## src/rtl/trap_pkg.sv

```systemverilog
package trap_pkg;
  typedef enum logic [1:0] {
    CAUSE_HWX = 2'd0,
    CAUSE_MMU = 2'd1,
    CAUSE_IRQ = 2'd2,
    CAUSE_BRK = 2'd3
  } cause_e;

  localparam int MSR_IE  = 1;
  localparam int MSR_BIP = 3;
  localparam int MSR_EIP = 9;
  localparam int MSR_UM  = 11;
  localparam int MSR_UMS = 12;
  localparam int MSR_VM  = 13;
  localparam int MSR_VMS = 14;
  localparam int ESR_DS  = 12;

  localparam int RIDX_W   = 5;
  localparam int LINK_IRQ = 14;
  localparam int LINK_BRK = 16;
  localparam int LINK_EXC = 17;
endpackage

```

## src/rtl/trap_guard.sv

```systemverilog
module trap_guard
  import trap_pkg::*;
#(
  parameter int XW = 32
) (
  input  cause_e        cause_i,
  input  logic          exc_en_i,
  input  logic          dslot_i,
  input  logic [XW-1:0] msr_i,
  output logic          err_o
);
  logic irq_bad;

  always_comb begin
    irq_bad = msr_i[MSR_EIP] | msr_i[MSR_BIP] | ~msr_i[MSR_IE] | dslot_i;
    unique case (cause_i)
      CAUSE_HWX: err_o = ~exc_en_i;
      CAUSE_IRQ: err_o = irq_bad;
      default:   err_o = 1'b0;
    endcase
  end
endmodule

```

## src/rtl/trap_msr_xform.sv

```systemverilog
module trap_msr_xform
  import trap_pkg::*;
#(
  parameter int XW = 32
) (
  input  cause_e        cause_i,
  input  logic [XW-1:0] msr_i,
  output logic [XW-1:0] msr_o
);
  logic [XW-1:0] keep;

  // mode bits move up one position into their saved copies
  for (genvar b = 0; b < XW; b++) begin : g_bit
    if (b == MSR_VMS) begin : g_vms
      assign keep[b] = msr_i[MSR_VM];
    end else if (b == MSR_UMS) begin : g_ums
      assign keep[b] = msr_i[MSR_UM];
    end else if (b == MSR_VM || b == MSR_UM) begin : g_clr
      assign keep[b] = 1'b0;
    end else begin : g_pass
      assign keep[b] = msr_i[b];
    end
  end

  always_comb begin
    msr_o = keep;
    unique case (cause_i)
      CAUSE_HWX, CAUSE_MMU: msr_o[MSR_EIP] = 1'b1;
      CAUSE_IRQ:            msr_o[MSR_IE]  = 1'b0;
      CAUSE_BRK:            msr_o[MSR_BIP] = 1'b1;
      default:              msr_o = keep;
    endcase
  end
endmodule

```

## src/rtl/trap_target_sel.sv

```systemverilog
module trap_target_sel
  import trap_pkg::*;
#(
  parameter int          XW      = 32,
  parameter logic [31:0] VEC_EXC = 32'h20,
  parameter logic [31:0] VEC_IRQ = 32'h10,
  parameter logic [31:0] VEC_BRK = 32'h18
) (
  input  cause_e            cause_i,
  input  logic              hw_brk_i,
  input  logic [XW-1:0]     pc_i,
  input  logic [XW-1:0]     btarget_i,
  input  logic              dslot_i,
  input  logic              imm_i,
  input  logic              bimm_i,
  output logic              link_we_o,
  output logic [RIDX_W-1:0] link_idx_o,
  output logic [XW-1:0]     link_val_o,
  output logic [XW-1:0]     pc_o
);
  localparam logic [XW-1:0] STEP = XW'(4);

  logic [XW-1:0] rewind;

  always_comb begin
    if (dslot_i)     rewind = bimm_i ? (STEP << 1) : STEP;
    else if (imm_i)  rewind = STEP;
    else             rewind = '0;
  end

  always_comb begin
    link_we_o  = 1'b1;
    link_idx_o = RIDX_W'(LINK_EXC);
    link_val_o = pc_i;
    pc_o       = XW'(VEC_EXC);
    unique case (cause_i)
      CAUSE_HWX: link_val_o = pc_i + STEP;
      CAUSE_MMU: link_val_o = pc_i - rewind;
      CAUSE_IRQ: begin
        link_idx_o = RIDX_W'(LINK_IRQ);
        pc_o       = XW'(VEC_IRQ);
      end
      CAUSE_BRK: begin
        link_idx_o = RIDX_W'(LINK_BRK);
        link_we_o  = hw_brk_i;
        pc_o       = hw_brk_i ? XW'(VEC_BRK) : btarget_i;
      end
      default: link_we_o = 1'b0;
    endcase
  end
endmodule

```

## src/rtl/trap_entry_seq.sv

```systemverilog
module trap_entry_seq
  import trap_pkg::*;
#(
  parameter int          XW      = 32,
  parameter logic [31:0] VEC_EXC = 32'h20,
  parameter logic [31:0] VEC_IRQ = 32'h10,
  parameter logic [31:0] VEC_BRK = 32'h18
) (
  input  logic          clk_i,
  input  logic          rst_ni,
  input  logic          req_i,
  input  logic [1:0]    cause_i,
  input  logic          hw_brk_i,
  input  logic          exc_en_i,
  input  logic [XW-1:0] pc_i,
  input  logic [XW-1:0] btarget_i,
  input  logic          dslot_i,
  input  logic          imm_i,
  input  logic          bimm_i,
  input  logic [XW-1:0] msr_i,
  input  logic [XW-1:0] esr_i,
  output logic          wr_vld_o,
  output logic          err_o,
  output logic          link_we_o,
  output logic [4:0]    link_idx_o,
  output logic [XW-1:0] link_val_o,
  output logic [XW-1:0] pc_o,
  output logic [XW-1:0] msr_o,
  output logic [XW-1:0] esr_o,
  output logic          btr_we_o,
  output logic [XW-1:0] btr_o,
  output logic          dslot_o,
  output logic          imm_o
);
  cause_e cause;
  logic   is_exc;
  logic   err_c, lwe_c, bwe_c;
  logic [RIDX_W-1:0] lidx_c;
  logic [XW-1:0]     lval_c, pc_c, msr_c, esr_c;

  assign cause  = cause_e'(cause_i);
  assign is_exc = (cause == CAUSE_HWX) || (cause == CAUSE_MMU);

  trap_guard #(.XW(XW)) u_guard (
    .cause_i  (cause),
    .exc_en_i (exc_en_i),
    .dslot_i  (dslot_i),
    .msr_i    (msr_i),
    .err_o    (err_c)
  );

  trap_msr_xform #(.XW(XW)) u_msr (
    .cause_i (cause),
    .msr_i   (msr_i),
    .msr_o   (msr_c)
  );

  trap_target_sel #(
    .XW(XW), .VEC_EXC(VEC_EXC), .VEC_IRQ(VEC_IRQ), .VEC_BRK(VEC_BRK)
  ) u_tgt (
    .cause_i    (cause),
    .hw_brk_i   (hw_brk_i),
    .pc_i       (pc_i),
    .btarget_i  (btarget_i),
    .dslot_i    (dslot_i),
    .imm_i      (imm_i),
    .bimm_i     (bimm_i),
    .link_we_o  (lwe_c),
    .link_idx_o (lidx_c),
    .link_val_o (lval_c),
    .pc_o       (pc_c)
  );

  always_comb begin
    esr_c = esr_i;
    if (is_exc) esr_c[ESR_DS] = dslot_i;
    bwe_c = is_exc & dslot_i;
  end

  always_ff @(posedge clk_i or negedge rst_ni) begin
    if (!rst_ni) begin
      wr_vld_o   <= 1'b0;
      err_o      <= 1'b0;
      link_we_o  <= 1'b0;
      btr_we_o   <= 1'b0;
      link_idx_o <= '0;
      link_val_o <= '0;
      pc_o       <= '0;
      msr_o      <= '0;
      esr_o      <= '0;
      btr_o      <= '0;
      dslot_o    <= 1'b0;
      imm_o      <= 1'b0;
    end else begin
      wr_vld_o  <= req_i & ~err_c;
      err_o     <= req_i & err_c;
      link_we_o <= req_i & ~err_c & lwe_c;
      btr_we_o  <= req_i & ~err_c & bwe_c;
      if (req_i) begin
        link_idx_o <= lidx_c;
        link_val_o <= lval_c;
        pc_o       <= pc_c;
        msr_o      <= msr_c;
        esr_o      <= esr_c;
        btr_o      <= btarget_i;
        dslot_o    <= dslot_i & ~is_exc;
        imm_o      <= imm_i & ~is_exc;
      end
    end
  end


  vld_err_excl_chk: assert property (@(posedge clk_i) disable iff (!rst_ni)
    !(wr_vld_o && err_o));


  req_resp_chk: assert property (@(posedge clk_i) disable iff (!rst_ni)
    req_i |=> (wr_vld_o || err_o));


  idle_quiet_chk: assert property (@(posedge clk_i) disable iff (!rst_ni)
    !req_i |=> (!wr_vld_o && !err_o));


  mode_save_chk: assert property (@(posedge clk_i) disable iff (!rst_ni)
    req_i |=> (!wr_vld_o || (msr_o[MSR_VMS] == $past(msr_i[MSR_VM]) &&
                             msr_o[MSR_UMS] == $past(msr_i[MSR_UM]) &&
                             !msr_o[MSR_VM] && !msr_o[MSR_UM])));


  link_gate_chk: assert property (@(posedge clk_i) disable iff (!rst_ni)
    (link_we_o || btr_we_o) |-> wr_vld_o);


  irq_vec_chk: assert property (@(posedge clk_i) disable iff (!rst_ni)
    (req_i && cause_i == CAUSE_IRQ) |=> (!wr_vld_o || pc_o == XW'(VEC_IRQ)));
endmodule

```

## config.mk

```make
export PLATFORM = sky130hd
export DESIGN_NAME = trap_entry_seq
export DESIGN_NICKNAME = d
export VERILOG_FILES = /design/src/rtl/trap_pkg.sv /design/src/rtl/trap_guard.sv /design/src/rtl/trap_msr_xform.sv /design/src/rtl/trap_target_sel.sv /design/src/rtl/trap_entry_seq.sv
export SDC_FILE = /design/constraint.sdc
export NUM_CORES = 1
export LEC_CHECK = 0
export ABC_AREA = 1
export BUFFER_PORTS_ARGS = -buffer_cell sky130_fd_sc_hd__buf_4
export CAP_MARGIN = 20
export CELL_PAD_IN_SITES_DETAIL_PLACEMENT = 0
export CELL_PAD_IN_SITES_GLOBAL_PLACEMENT = 2
export CORE_MARGIN = 2
export CORE_UTILIZATION = 27
export CTS_CLUSTER_SIZE = 14
export DETAILED_ROUTE_END_ITERATION = 16
export HOLD_SLACK_MARGIN = 0.02
export PLACE_DENSITY_LB_ADDON = 0.1
export SLEW_MARGIN = 20
export SYNTH_ARGS = -nofsm -noshare
export SYNTH_HDL_FRONTEND = slang
export SYNTH_SLANG_ARGS = --single-unit
```

## constraint.sdc

```tcl
create_clock -name clk_i -period 0.9 [get_ports clk_i]
set_clock_uncertainty 0.1 [all_clocks]
set_input_delay 0 -clock clk_i [delete_from_list [all_inputs] [get_ports clk_i]]
set_output_delay 0 -clock clk_i [all_outputs]
set_load 0.02 [all_outputs]
```

==> impl_summary.log, run 1 <==
[metrics] run status: complete, but fails checks
[metrics] failing checks: negative hold slack, negative setup slack
[metrics] pin count of the biggest net entering global routing: 45
[metrics] sort of element at the end of the critical path: flip-flop
[metrics] combined area of the multi-input logic cells: 4390 um2
[metrics] placed instance area: 12900 um2
[metrics] fin nets: 1997
[metrics] total count of hold-check failures in the final report: 36
[metrics] standard cell core area: 31600 um2
[metrics] row cnt: 65
[metrics] via count: 10100
[metrics] post-layout power: 23600 uW
[metrics] storage element area: 4180 um2
[metrics] DRC: 0
[metrics] leakage power: 0.00883 uW
[metrics] fraction of power spent switching nets: 0.325
[metrics] filler instances: 3119
[metrics] part of the power in the clock network: 0.314
[metrics] via count of the first global-routing pass: 10200
[metrics] via density per instance: 4.43
[metrics] Hold Slack: -0.178 ns
[metrics] final cycle utilization of the critical path: 1.58
[metrics] drt wl/cell: 16.5 um
[metrics] total clock buffers created by CTS: 17
[metrics] sequential element share of the synthesized area: 0.480
[metrics] depth of the critical timing path with buffers and inverters included: 16
[metrics] Worst Slack Setup Final: -0.519 ns
[metrics] post-route antenna net violation count: 0
[metrics] setup repair after global routing missed its margin: true
[metrics] total number of H-tree levels: 4
[metrics] count of routing violations after the opening detailed-route iteration: 499
[metrics] leftover overflow at the end of global routing: 0
[metrics] global-route usage over all layers: 0.221
[metrics] Internal Pwr Total: 15900 uW
[metrics] power density over the cells: 1410 nW/um2
[metrics] clock latency at the later pin of the worst-skew pair: 0.43 ns
[metrics] fraction of layout instances using a drive strength above 1: 0.411
[metrics] total length of routed wires: 37.5 mm
[metrics] hold-critical path depth: 4
[metrics] initial cell density of the core: 0.275
[metrics] library cell contributing the largest single delay on the critical path: sky130_fd_sc_hd__ha_4
[metrics] category of the most critical setup path: input pin to flip-flop
[metrics] total of max-cap violations: 0
[metrics] wire length of the first global-routing pass: 57.0 mm
[metrics] GP Congestion: 0.869
[metrics] HPWL after detailed placement: 27.8 mm
[metrics] normalized max-slew margin: 0.461
[metrics] number of antenna violations at the first check in global routing: 2
[metrics] cell occurring most often along the worst timing path: sky130_fd_sc_hd__nand2_1
[metrics] worst r2r path cells: 4
[metrics] Layout Utilization: 0.529
[metrics] flops & latches, synth: 167
[metrics] leading cell type in the layout, fill and taps excluded: sky130_fd_sc_hd__nand2_1
[metrics] crit path max fanout: 3
[metrics] Longest Clk Path Bufs: 2
[metrics] Switch Pwr: 7660 uW
[metrics] Yosys warning total: 0
[metrics] Die Height: 184 um
[metrics] clock-pin slew of the registers on the worst-case setup and hold paths: 0.07 ns
[metrics] cell type group with the largest total delay on the critical path: buffers and inverters
[metrics] pin slew with the least headroom to its limit: 0.800 ns
[metrics] Post-synth ARST share: 1.00
[metrics] synthesized netlist cell count: 1186
[metrics] commonest cells after routing, fill and taps aside: 523 x sky130_fd_sc_hd__nand2_1, 358 x sky130_fd_sc_hd__buf_4, 189 x sky130_fd_sc_hd__buf_6
[metrics] top_reg_cell synth: sky130_fd_sc_hd__dfrtp_1
[metrics] Non-Filler Cell Area, Final: 16700 um2
[metrics] EDFF count, synth: 0
[metrics] crit-path max cell delay: 0.21 ns
[metrics] Required @ worst endpoint: 1.11 ns
[metrics] total instance count after detailed placement: 2020
[metrics] floorplan die width: 184 um
[metrics] combined area of all synthesized cells: 8710 um2
[metrics] type of element launching the critical path: input pin
[metrics] number of detailed-route iterations in the first pass: 5
[metrics] DIE AREA: 33700 um2
[metrics] logic gate share of total power: 0.319
[metrics] final-report setup violation count: 244
[metrics] crit path buf inv count: 5
[metrics] root buffer selected by CTS: sky130_fd_sc_hd__clkbuf_16
[metrics] synthesis-to-layout area growth: 92.0%
[metrics] count of pins on the block boundary: 309
[metrics] # clock sinks: 167
[metrics] Unique masters post-synth: 40
[metrics] Max Freq: 705 MHz
[metrics] part of the total power dissipated in sequential elements: 0.367
[metrics] max-slew violation count: 0
[metrics] type of the tightest min-delay check: input pin to flip-flop
[metrics] chain of cells forming the critical path: buf_12 -> buf_12 -> nand2_8 -> a21oi_4 -> ha_4 -> nand2_1 -> nand2_1 -> nand2_1 -> nand2_2 -> nand2_2 -> buf_6 -> nand2_8 -> buf_4 -> buf_6 -> xor2_2 -> o221ai_2
[metrics] TritonCTS clock tree: built
[metrics] Port-buffer cells: 304
[metrics] Post-Synthesis Mean Instance Area: 7.35 um2
[metrics] data arrival time of the critical path: 1.63 ns
[metrics] post-route non-filler standard cell count: 2273
[metrics] maximum vdd ir drop: 1280 uV
[metrics] Final Critical Period: 1.42 ns
[area by class of cell]
class                   count  share of cell area
clock buffers              18              0.0256
multi-input cells         850               0.262
diodes                      2            0.000299
repair buffers            702               0.394
inverters                 118              0.0287
flip-flops and latches    167               0.250
well taps                 402              0.0301
clock inverters            14             0.00890
[timing repair]
item                                    in CTS  in global routing
gates resized for setup                    249                 97
endpoints found under the setup margin     199                252
endpoints found under the hold margin      330                 44
pin swaps                                   40                 22
buffers inserted                            46                 46
hold buffers                               133                  7
[sequential cells by signal, indices dropped and copies added, names as in the netlist]
register / cells
esr_o: 32
link_val_o: 32
btr_o: 32
wr_vld_o: 1
msr_o: 30
dslot_o: 1
btr_we_o: 1
link_idx_o: 3
link_we_o: 1
imm_o: 1
err_o: 1
pc_o: 32
[per-layer routing]
metal  vias up  GRT usage  routed length (um)
li1       5057          -                   -
met1      4740      0.282               16400
met2       255      0.385               18500
met3        24     0.0438                2090
met4         0     0.0502                 522
met5         -          0                   0
[stage by stage]
stage	hold WS [ns]	setup TNS, ns	worst slack (ns)
5_1_grt	-0.169	-59.93	-0.594
4_1_cts	-0.222	-55.29	-0.524
6_report	-0.178	-48.83	-0.519
3_3_place_gp	-0.203	-43.57	-1.03
2_1_floorplan	-0.396	-20.17	-0.791
3_5_place_dp	-0.202	-45.61	-1.05
[worst register-to-register path, stage by stage, from the launching register on]
cell	delay [ns]
sky130_fd_sc_hd__dfrtp_1	0.39
sky130_fd_sc_hd__buf_4	0.14
sky130_fd_sc_hd__a22o_1	0.21
sky130_fd_sc_hd__inv_1	0.05
sky130_fd_sc_hd__nand2_1	0.04
[power by group through the flow]
| stage | sequential [uW] | combinational (uW) | clock (uW) |
|---|---|---|---|
| 2_1_floorplan | 9450 | 1890 | 0 |
| 3_3_place_gp | 8650 | 5890 | 0 |
| 3_5_place_dp | 8670 | 5880 | 0 |
| 4_1_cts | 8640 | 7190 | 7600 |
| 5_1_grt | 8710 | 8120 | 7910 |
| 6_report | 8650 | 7520 | 7390 |
[final timing paths]
| check | from | end | slack [ns] |
|---|---|---|---|
| setup reg to reg | link_val_o[31]$_DFFE_PN0P_ | link_val_o[31]$_DFFE_PN0P_ | -0.13 |
| hold reg to reg | esr_o[22]$_DFFE_PN0P_ | esr_o[22]$_DFFE_PN0P_ | 0.40 |
| max in group asynchronous | rst_ni | link_val_o[16]$_DFFE_PN0P_ | 0.27 |
| hold / removal | pc_i[3] | link_val_o[3]$_DFFE_PN0P_ | -0.18 |
| setup / recovery | cause_i[0] | link_val_o[7]$_DFFE_PN0P_ | -0.52 |
| min in group asynchronous | rst_ni | pc_o[25]$_DFFE_PN0P_ | -0.10 |
[cell usage after synthesis, drive strengths merged (2+ instances only)]
cell      n  share of area
inv     112          0.048
buf      17          0.017
a41o      3         0.0034
o21bai    4         0.0047
dfrtp   167           0.48
ha        2         0.0029
nand2   587           0.26
o221ai    6         0.0060
nor3      3         0.0023
o211ai    7         0.0060
clkinv    6         0.0029
nand3    69          0.045
clkbuf   35          0.015
a41oi    17          0.017
nor2     63          0.030
nand4     7         0.0050
xor2      6         0.0060
a22o      2         0.0020
a21oi    11         0.0067
o21ai    56          0.032
[cell families after synthesis]
kind of cell	Yosys count	share of synthesized area
and+or+nand+nor	730	0.344
other	1	0.000430
buffers and inverters	170	0.0836
DFF	167	0.480
xor gates and xnor gates	6	0.00603
adders and majority gates	3	0.00517
AOI/OAI and AO/OA	109	0.0811
No activity file was read; power rests on OpenSTA's default activity.
==> run 2, diff against run 1 <==
--- a/config.mk
+++ b/config.mk
@@ -16,6 +16,7 @@
 export DETAILED_ROUTE_END_ITERATION = 16
 export HOLD_SLACK_MARGIN = 0.02
 export PLACE_DENSITY_LB_ADDON = 0.1
+export SKIP_LAST_GASP = 1
 export SLEW_MARGIN = 20
 export SYNTH_ARGS = -nofsm -noshare
 export SYNTH_HDL_FRONTEND = slang
==> run 2 against run 1 <==
  * Via count is essentially flat
  * Clock-buffer cell count stayed put
  * The run still ends with negative hold slack, negative setup slack left
  * Sequential power barely moved
  * Largest cell class unchanged
  * Routed wire length is essentially flat
  * Combinational power is 0.7% lower
==> impl_summary.log, run 2 (synthesized netlist as in run 1, its figures left out) <==
[metrics] count of pins on the block boundary: 309 (unchanged)
[metrics] setup_tns: -49.78 ns (-0.956 ns)
[metrics] Die Height: 184 um (unchanged)
[metrics] total of max-cap violations: 0 (unchanged)
[metrics] leftover overflow at the end of global routing: 0 (unchanged)
[metrics] chain of cells forming the critical path: buf_12 -> buf_12 -> buf_12 -> nand3_1 -> nand2_2 -> nor2_1 -> nand2_2 -> buf_6 -> nand2_8 -> buf_4 -> buf_6 -> xor2_2 -> o221ai_2
[metrics] DRC: 0 (unchanged)
[metrics] sort of element at the end of the critical path: flip-flop
[metrics] filler instances: 3128 (+0.29%)
[metrics] type of element launching the critical path: input pin
[metrics] row cnt: 65 (unchanged)
[metrics] crit path buf inv count: 6 (+1)
[metrics] DIE AREA: 33700 um2 (unchanged)
[metrics] number of detailed-route iterations in the first pass: 5 (unchanged)
[metrics] synthesis-to-layout area growth: 91.0%
[metrics] GP Congestion: 0.869 (unchanged)
[metrics] post-route antenna net violation count: 0 (unchanged)
[metrics] library cell contributing the largest single delay on the critical path: sky130_fd_sc_hd__nor2_1
[metrics] Non-Filler Cell Area, Final: 16600 um2 (-0.53%)
[metrics] Max Freq: 705 MHz (about the same)
[metrics] total count of hold-check failures in the final report: 35 (-2.8%)
[metrics] number of antenna violations at the first check in global routing: 2 (unchanged)
[metrics] cell type group with the largest total delay on the critical path: buffers and inverters
[metrics] leading cell type in the layout, fill and taps excluded: sky130_fd_sc_hd__nand2_1
[metrics] leakage power: 0.00883 uW (about the same)
[metrics] power density over the cells: 1410 nW/um2 (+0.32%)
[metrics] Required @ worst endpoint: 1.11 ns (about the same)
[metrics] setup repair after global routing missed its margin: true
[metrics] storage element area: 4180 um2 (unchanged)
[metrics] global-route usage over all layers: 0.221 (about the same)
[metrics] count of routing violations after the opening detailed-route iteration: 509 (+2.0%)
[metrics] pin slew with the least headroom to its limit: 0.773 ns (-0.0266 ns)
[metrics] # clock sinks: 167 (unchanged)
[metrics] total number of H-tree levels: 4 (unchanged)
[metrics] via density per instance: 4.43 (about the same)
[metrics] commonest cells after routing, fill and taps aside: 532 x sky130_fd_sc_hd__nand2_1, 362 x sky130_fd_sc_hd__buf_4, 187 x sky130_fd_sc_hd__buf_6
[metrics] via count: 10100 (+0.0099%)
[metrics] placed instance area: 12900 um2 (unchanged)
[metrics] category of the most critical setup path: input pin to flip-flop
[metrics] clock latency at the later pin of the worst-skew pair: 0.44 ns (about the same)
[metrics] Hold Slack: -0.180 ns (-0.00200 ns)
[metrics] total clock buffers created by CTS: 17 (unchanged)
[metrics] final-report setup violation count: 244 (unchanged)
[metrics] type of the tightest min-delay check: input pin to flip-flop
[metrics] drt wl/cell: 16.5 um (about the same)
[metrics] initial cell density of the core: 0.275 (unchanged)
[metrics] clock-pin slew of the registers on the worst-case setup and hold paths: 0.07 ns (about the same)
[metrics] maximum vdd ir drop: 1300 uV (+1.1%)
[metrics] failing checks: negative hold slack, negative setup slack
[metrics] data arrival time of the critical path: 1.63 ns (about the same)
[metrics] root buffer selected by CTS: sky130_fd_sc_hd__clkbuf_16
[metrics] pin count of the biggest net entering global routing: 45 (unchanged)
[metrics] via count of the first global-routing pass: 10200 (-0.049%)
[metrics] fin nets: 1997 (unchanged)
[metrics] crit path max fanout: 16 (+13)
[metrics] run status: complete, but fails checks
[metrics] combined area of the multi-input logic cells: 4330 um2 (-1.3%)
[metrics] max-slew violation count: 0 (unchanged)
[metrics] HPWL after detailed placement: 27.8 mm (unchanged)
[metrics] TritonCTS clock tree: built
[metrics] normalized max-slew margin: 0.479 (+0.0179)
[metrics] fraction of layout instances using a drive strength above 1: 0.401 (-0.00963)
[metrics] floorplan die width: 184 um (unchanged)
[metrics] total length of routed wires: 37.5 mm (about the same)
[metrics] Worst Slack Setup Final: -0.518 ns (+0.00132 ns)
[metrics] crit-path max cell delay: 0.22 ns (about the same)
[metrics] wire length of the first global-routing pass: 57.0 mm (about the same)
[metrics] Port-buffer cells: 304 (unchanged)
[metrics] Place WS: -1.05 ns (unchanged)
[metrics] final cycle utilization of the critical path: 1.58 (about the same)
[metrics] cell occurring most often along the worst timing path: sky130_fd_sc_hd__buf_12
[metrics] Longest Clk Path Bufs: 2 (unchanged)
[metrics] Final Critical Period: 1.42 ns (-0.00131 ns)
[metrics] standard cell core area: 31600 um2 (unchanged)
run 2: report_power, final:
group / total [uW] / leakage, uW / switching [uW] / internal [uW]
sequential: 8650 / 0.00208 / 488 / 8160
combinational: 7470 / 0.00646 / 3660 / 3810
clock: 7390 / 0.000282 / 3500 / 3890
run 2: tightest hold or removal path, cell delays in order:
cell and delay, ns:
sky130_fd_sc_hd__buf_4 0.10, sky130_fd_sc_hd__buf_4 0.11, sky130_fd_sc_hd__nand2_1 0.05, sky130_fd_sc_hd__nand3_1 0.07
run 2: routing by layer:
layer	GRT usage	vias up	share of wire
li1	-	5053	-
met1	0.282	4742	0.44
met2	0.385	261	0.49
met3	0.0438	21	0.058
met4	0.0502	0	0.013
met5	0	-	0
run 2: final cells by class:
| cell class | count | area share |
|---|---|---|
| timing repair buffer | 702 | 0.394 |
| multi-input combinational | 850 | 0.260 |
| sequential | 167 | 0.251 |
| tap | 402 | 0.0302 |
| inverter | 118 | 0.0289 |
| clock buffer | 18 | 0.0258 |
| clock inverter | 14 | 0.00895 |
| antenna | 2 | 0.000301 |
run 2: path summary, 6_finish.rpt:
path                                       startpoint                    endpoint  slack (ns)  cells after the start
min in group asynchronous                      rst_ni        pc_o[25]$_DFFE_PN0P_       -0.10                      2
setup reg to reg           link_val_o[31]$_DFFE_PN0P_  link_val_o[31]$_DFFE_PN0P_       -0.13                      4
max in group asynchronous                      rst_ni  link_val_o[16]$_DFFE_PN0P_        0.27                      3
hold reg to reg                  btr_o[1]$_DFFE_PN0P_        btr_o[1]$_DFFE_PN0P_        0.40                      2
hold / removal                                pc_i[3]   link_val_o[3]$_DFFE_PN0P_       -0.18                      4
setup / recovery                           cause_i[0]   link_val_o[7]$_DFFE_PN0P_       -0.52                     13
run 2: repair_timing:
| item | CTS | global route |
|---|---|---|
| gates resized for setup | 242 | 78 |
| pin swaps | 39 | 27 |
| setup endpoints to repair | 199 | 252 |
| hold buffers | 134 | 6 |
| endpoints found under the hold margin | 330 | 41 |
| gates cloned | 0 | 0 |
| setup buffers | 46 | 46 |
run 2: per-stage QoR:
stage	std cells	total power, uW	util
6_report	2273	23500	0.526
5_1_grt	2273	24700	0.526
4_1_cts	2230	23400	0.508
3_5_place_dp	2020	14600	0.408
3_3_place_gp	2020	14500	0.408
2_1_floorplan	1187	11300	-
==> run 3, diff against run 2 <==
--- a/config.mk
+++ b/config.mk
@@ -5,17 +5,17 @@
 export SDC_FILE = /design/constraint.sdc
 export NUM_CORES = 1
 export LEC_CHECK = 0
-export ABC_AREA = 1
 export BUFFER_PORTS_ARGS = -buffer_cell sky130_fd_sc_hd__buf_4
 export CAP_MARGIN = 20
 export CELL_PAD_IN_SITES_DETAIL_PLACEMENT = 0
 export CELL_PAD_IN_SITES_GLOBAL_PLACEMENT = 2
 export CORE_MARGIN = 2
-export CORE_UTILIZATION = 27
+export CORE_UTILIZATION = 30
 export CTS_CLUSTER_SIZE = 14
 export DETAILED_ROUTE_END_ITERATION = 16
 export HOLD_SLACK_MARGIN = 0.02
 export PLACE_DENSITY_LB_ADDON = 0.1
+export REMOVE_ABC_BUFFERS = 1
 export SKIP_LAST_GASP = 1
 export SLEW_MARGIN = 20
 export SYNTH_ARGS = -nofsm -noshare
==> run 3 against run 2 <==
  * The flow still finishes with violations (negative hold slack, negative setup slack)
  * Sequential power fell by 0.6%
  * Die area is 14% lower
  * Via count fell by 13%
  * Critical path depth is 1 higher
==> impl_summary.log, run 3 <==
[metrics] run status: complete, but fails checks
[metrics] failing checks: negative hold slack, negative setup slack
[metrics] type of element launching the critical path: input pin
[metrics] initial cell density of the core: 0.307 (+0.0316)
[metrics] share of synthesized area spent on multiplexers: 0.106 (+0.106)
[metrics] maximum vdd ir drop: 927 uV (-29%)
[metrics] data arrival time of the critical path: 2.18 ns (+0.55 ns)
[metrics] via count of the first global-routing pass: 9076 (-11%)
[metrics] total count of hold-check failures in the final report: 32 (-8.6%)
[metrics] pin count of the biggest net entering global routing: 40 (-11%)
[metrics] via count: 8781 (-13%)
[metrics] crit path max fanout: 4 (-12)
[metrics] clock latency at the later pin of the worst-skew pair: 0.41 ns (-0.03 ns)
[metrics] EDFF count, synth: 0 (unchanged)
[metrics] HPWL after detailed placement: 21.3 mm (-23%)
[metrics] post-route non-filler standard cell count: 1854 (-18%)
[metrics] Longest Clk Path Bufs: 2 (unchanged)
[metrics] via density per instance: 4.74 (+6.8%)
[metrics] sequential element share of the synthesized area: 0.502 (+0.0227)
[metrics] DRC: 0 (unchanged)
[metrics] type of the tightest min-delay check: input pin to flip-flop
[metrics] Worst Slack Setup Final: -1.06 ns (-0.542 ns)
[metrics] Post-Synthesis Mean Instance Area: 10.2 um2 (+39%)
[metrics] DIE AREA: 29100 um2 (-14%)
[metrics] Post-synth ARST share: 1.00 (unchanged)
[metrics] count of pins on the block boundary: 309 (unchanged)
[metrics] share of synthesized cell area in and, or, nand and nor gates: 0.161 (-0.183)
[metrics] fin nets: 1610 (-19%)
[metrics] total of max-cap violations: 0 (unchanged)
[metrics] leakage power: 0.00751 uW (-15%)
[metrics] root buffer selected by CTS: sky130_fd_sc_hd__clkbuf_16
[metrics] total instance count after detailed placement: 1610 (-20%)
[metrics] met2 Use GR: 0.378 (-0.00675)
[metrics] Global Route met3 Usage: 0.0347 (-0.00908)
[metrics] leading cell type in the layout, fill and taps excluded: sky130_fd_sc_hd__buf_4
[metrics] number of detailed-route iterations in the first pass: 5 (unchanged)
[metrics] fraction of layout instances using a drive strength above 1: 0.532 (+0.130)
[metrics] Hold Slack: -0.186 ns (-0.00630 ns)
[metrics] cell with the most instances after synthesis: sky130_fd_sc_hd__dfrtp_1
[metrics] synthesized netlist cell count: 817 (-31%)
[metrics] power density over the cells: 1400 nW/um2 (-1.1%)
[metrics] total clock buffers created by CTS: 17 (unchanged)
[metrics] post-layout power: 23000 uW (-2.2%)
[metrics] category of the most critical setup path: input pin to flip-flop
[metrics] total number of H-tree levels: 4 (unchanged)
[metrics] setup repair after global routing missed its margin: true
[metrics] synth top area cells: sky130_fd_sc_hd__dfrtp_1 50%, sky130_fd_sc_hd__mux2_2 9.6%, sky130_fd_sc_hd__o21ai_0 3.2%, sky130_fd_sc_hd__o2bb2ai_1 3.1%, sky130_fd_sc_hd__nand2_1 2.9%
[metrics] synthesis-to-layout area growth: 97.7%
[metrics] # clock sinks: 167 (unchanged)
[metrics] count of routing violations after the opening detailed-route iteration: 360 (-29%)
[metrics] standard cell core area: 27100 um2 (-14%)
[metrics] row cnt: 60 (-7.7%)
[metrics] sort of element at the end of the critical path: flip-flop
[metrics] final cycle utilization of the critical path: 2.18 (+0.602)
[metrics] Required @ worst endpoint: 1.12 ns (about the same)
[metrics] Layout Utilization: 0.607 (+0.0809)
[metrics] complex-gate fraction of the synthesized area: 0.149 (+0.0679)
[metrics] most frequent cells after synthesis: 167 x sky130_fd_sc_hd__dfrtp_1, 71 x sky130_fd_sc_hd__mux2_2, 65 x sky130_fd_sc_hd__nand2_1, 54 x sky130_fd_sc_hd__nor2_1, 54 x sky130_fd_sc_hd__o21ai_0
[metrics] leftover overflow at the end of global routing: 0 (unchanged)
[metrics] clock-pin slew of the registers on the worst-case setup and hold paths: 0.08 ns (about the same)
[metrics] Adder-Cell Fraction of Synth Area: 0.00541 (+0.000245)
[metrics] max-slew violation count: 0 (unchanged)
[metrics] post-synthesis cell type with the largest combined area: sky130_fd_sc_hd__dfrtp_1
[metrics] setup_tns: -57.76 ns (-7.98 ns)
[metrics] highest-utilization routing layer at the global route stage: met2
[metrics] Final Critical Period: 1.96 ns (+0.542 ns)
[metrics] largest family of logic cells by synthesized area: simple AND/OR/NAND/NOR gates
[metrics] Max Freq: 510 MHz (-28%)
[metrics] Synth top area share: 0.502 (+0.0227)
[metrics] crit-path max cell delay: 0.40 ns (+0.18 ns)
[metrics] global-route usage over all layers: 0.212 (-0.00846)
[metrics] flops & latches, synth: 167 (unchanged)
[metrics] Unique masters post-synth: 72 (+80%)
[metrics] library cell contributing the largest single delay on the critical path: sky130_fd_sc_hd__fa_2
[metrics] number of antenna violations at the first check in global routing: 0 (-2)
[metrics] Global Route met1 Usage: 0.270 (-0.0115)
[metrics] xor/xnor share of the synthesized area: 0.0179 (+0.0119)
[metrics] wire length of the first global-routing pass: 48.8 mm (-14%)
[metrics] post-route antenna net violation count: 0 (unchanged)
[metrics] Yosys warning total: 0 (unchanged)
[metrics] drt wl/cell: 17.2 um (+4.2%)
[metrics] floorplan die width: 171 um (-7.1%)
[metrics] number of diodes: 0 (-2)
[metrics] cell occurring most often along the worst timing path: sky130_fd_sc_hd__buf_6
[metrics] commonest cells after routing, fill and taps aside: 369 x sky130_fd_sc_hd__buf_4, 195 x sky130_fd_sc_hd__buf_6, 166 x sky130_fd_sc_hd__dfrtp_1
[metrics] final-report setup violation count: 237 (-2.9%)
[metrics] chain of cells forming the critical path: buf_6 -> nor2b_4 -> nand2_1 -> ha_2 -> inv_2 -> fa_2 -> buf_6 -> nor4_4 -> a21oi_2 -> o221ai_2 -> buf_6 -> mux2i_1 -> xnor2_1 -> mux2_2
[metrics] combined area of all synthesized cells: 8320 um2 (-4.5%)
[metrics] total length of routed wires: 31.9 mm (-15%)
[metrics] Port-buffer cells: 304 (unchanged)
[metrics] TritonCTS clock tree: built
[metrics] top_reg_cell synth: sky130_fd_sc_hd__dfrtp_1
[metrics] GP Congestion: 0.831 (-4.4%)
[metrics] Die Height: 171 um (-7.1%)
[run 3: cell count changes in the layout (fill, tap and decap cells not counted), sizes merged, moves of 29 or more]
cell | previous run | this run
nand2 | 587 | 65
nand3 | 69 | 25
inv | 114 | 46
mux2 | 0 | 71
o2bb2ai | 0 | 29
[run 3: final timing paths]
kind	start	end	slack (ns)	depth (start not counted)
max in group asynchronous	rst_ni	msr_o[9]$_DFFE_PN0P_	0.32	3
hold reg to reg	link_idx_o[4]$_DFFE_PN0P_	link_idx_o[4]$_DFFE_PN0P_	0.41	1
min in group asynchronous	rst_ni	pc_o[12]$_DFFE_PN0P_	-0.12	2
setup / recovery	cause_i[0]	link_val_o[24]$_DFFE_PN0P_	-1.06	14
hold / removal	pc_i[3]	link_val_o[3]$_DFFE_PN0P_	-0.19	3
setup reg to reg	link_val_o[29]$_DFFE_PN0P_	link_val_o[29]$_DFFE_PN0P_	-0.17	4
[run 3: report_power, final]
part	internal, uW	switching (uW)	leakage (uW)
Combinational	3560	2970	0.00518
Clock	4050	3800	0.000302
Sequential	8150	455	0.00203
Total	15800	7220	0.00751
[run 3: critical path, delay by kind of cell]
kind | cells | cell delay, ns
muxes | 2 | 0.48
buffers and inverters | 4 | 0.45
xor gates and xnor gates | 1 | 0.09
AOI/OAI and AO/OA | 2 | 0.24
adders and majority gates | 2 | 0.58
and+or+nand+nor | 3 | 0.35
[run 3: cell families after synthesis]
logic type / Yosys count
other cells: 1
flops: 167
compound gates: 180
mux: 79
simple gates: 257
buf+inv: 113
fa+ha+maj: 3
xor+xnor: 17
[run 3: repair_timing]
| item | 4_1_cts | 5_1_grt |
|---|---|---|
| setup buffers | 66 | 31 |
| gates resized for setup | 288 | 61 |
| pin swaps | 54 | 31 |
| setup endpoints to repair | 233 | 238 |
| hold endpoints to repair | 328 | 40 |
| cloned | 2 | 1 |
| hold buffers | 117 | 3 |
[run 3: per-layer routing]
metal,wire (um),vias up
met5,0,-
met4,390,0
met3,1160,20
met2,16400,187
met1,13900,4304
li1,-,4270
[run 3: final cells by class]
class / instances / area (um2)
multi-input combinational: 538 / 4440
inverter: 43 / 174
clock buffer: 17 / 425
timing repair buffer: 702 / 6560
clock inverter: 15 / 206
sequential: 167 / 4180
tap: 372 / 465
fill: 2295 / 10700
[run 3: stage by stage]
stage	setup slack [ns]	hold slack (ns)	area (um2)
after CTS	-1.02	-0.238	15800
final	-1.06	-0.186	16400
after global placement	-1.79	-0.241	12300
after floorplan	-2.64	-0.396	8000
after detailed placement	-1.80	-0.242	12300
after global routing	-1.13	-0.188	16400
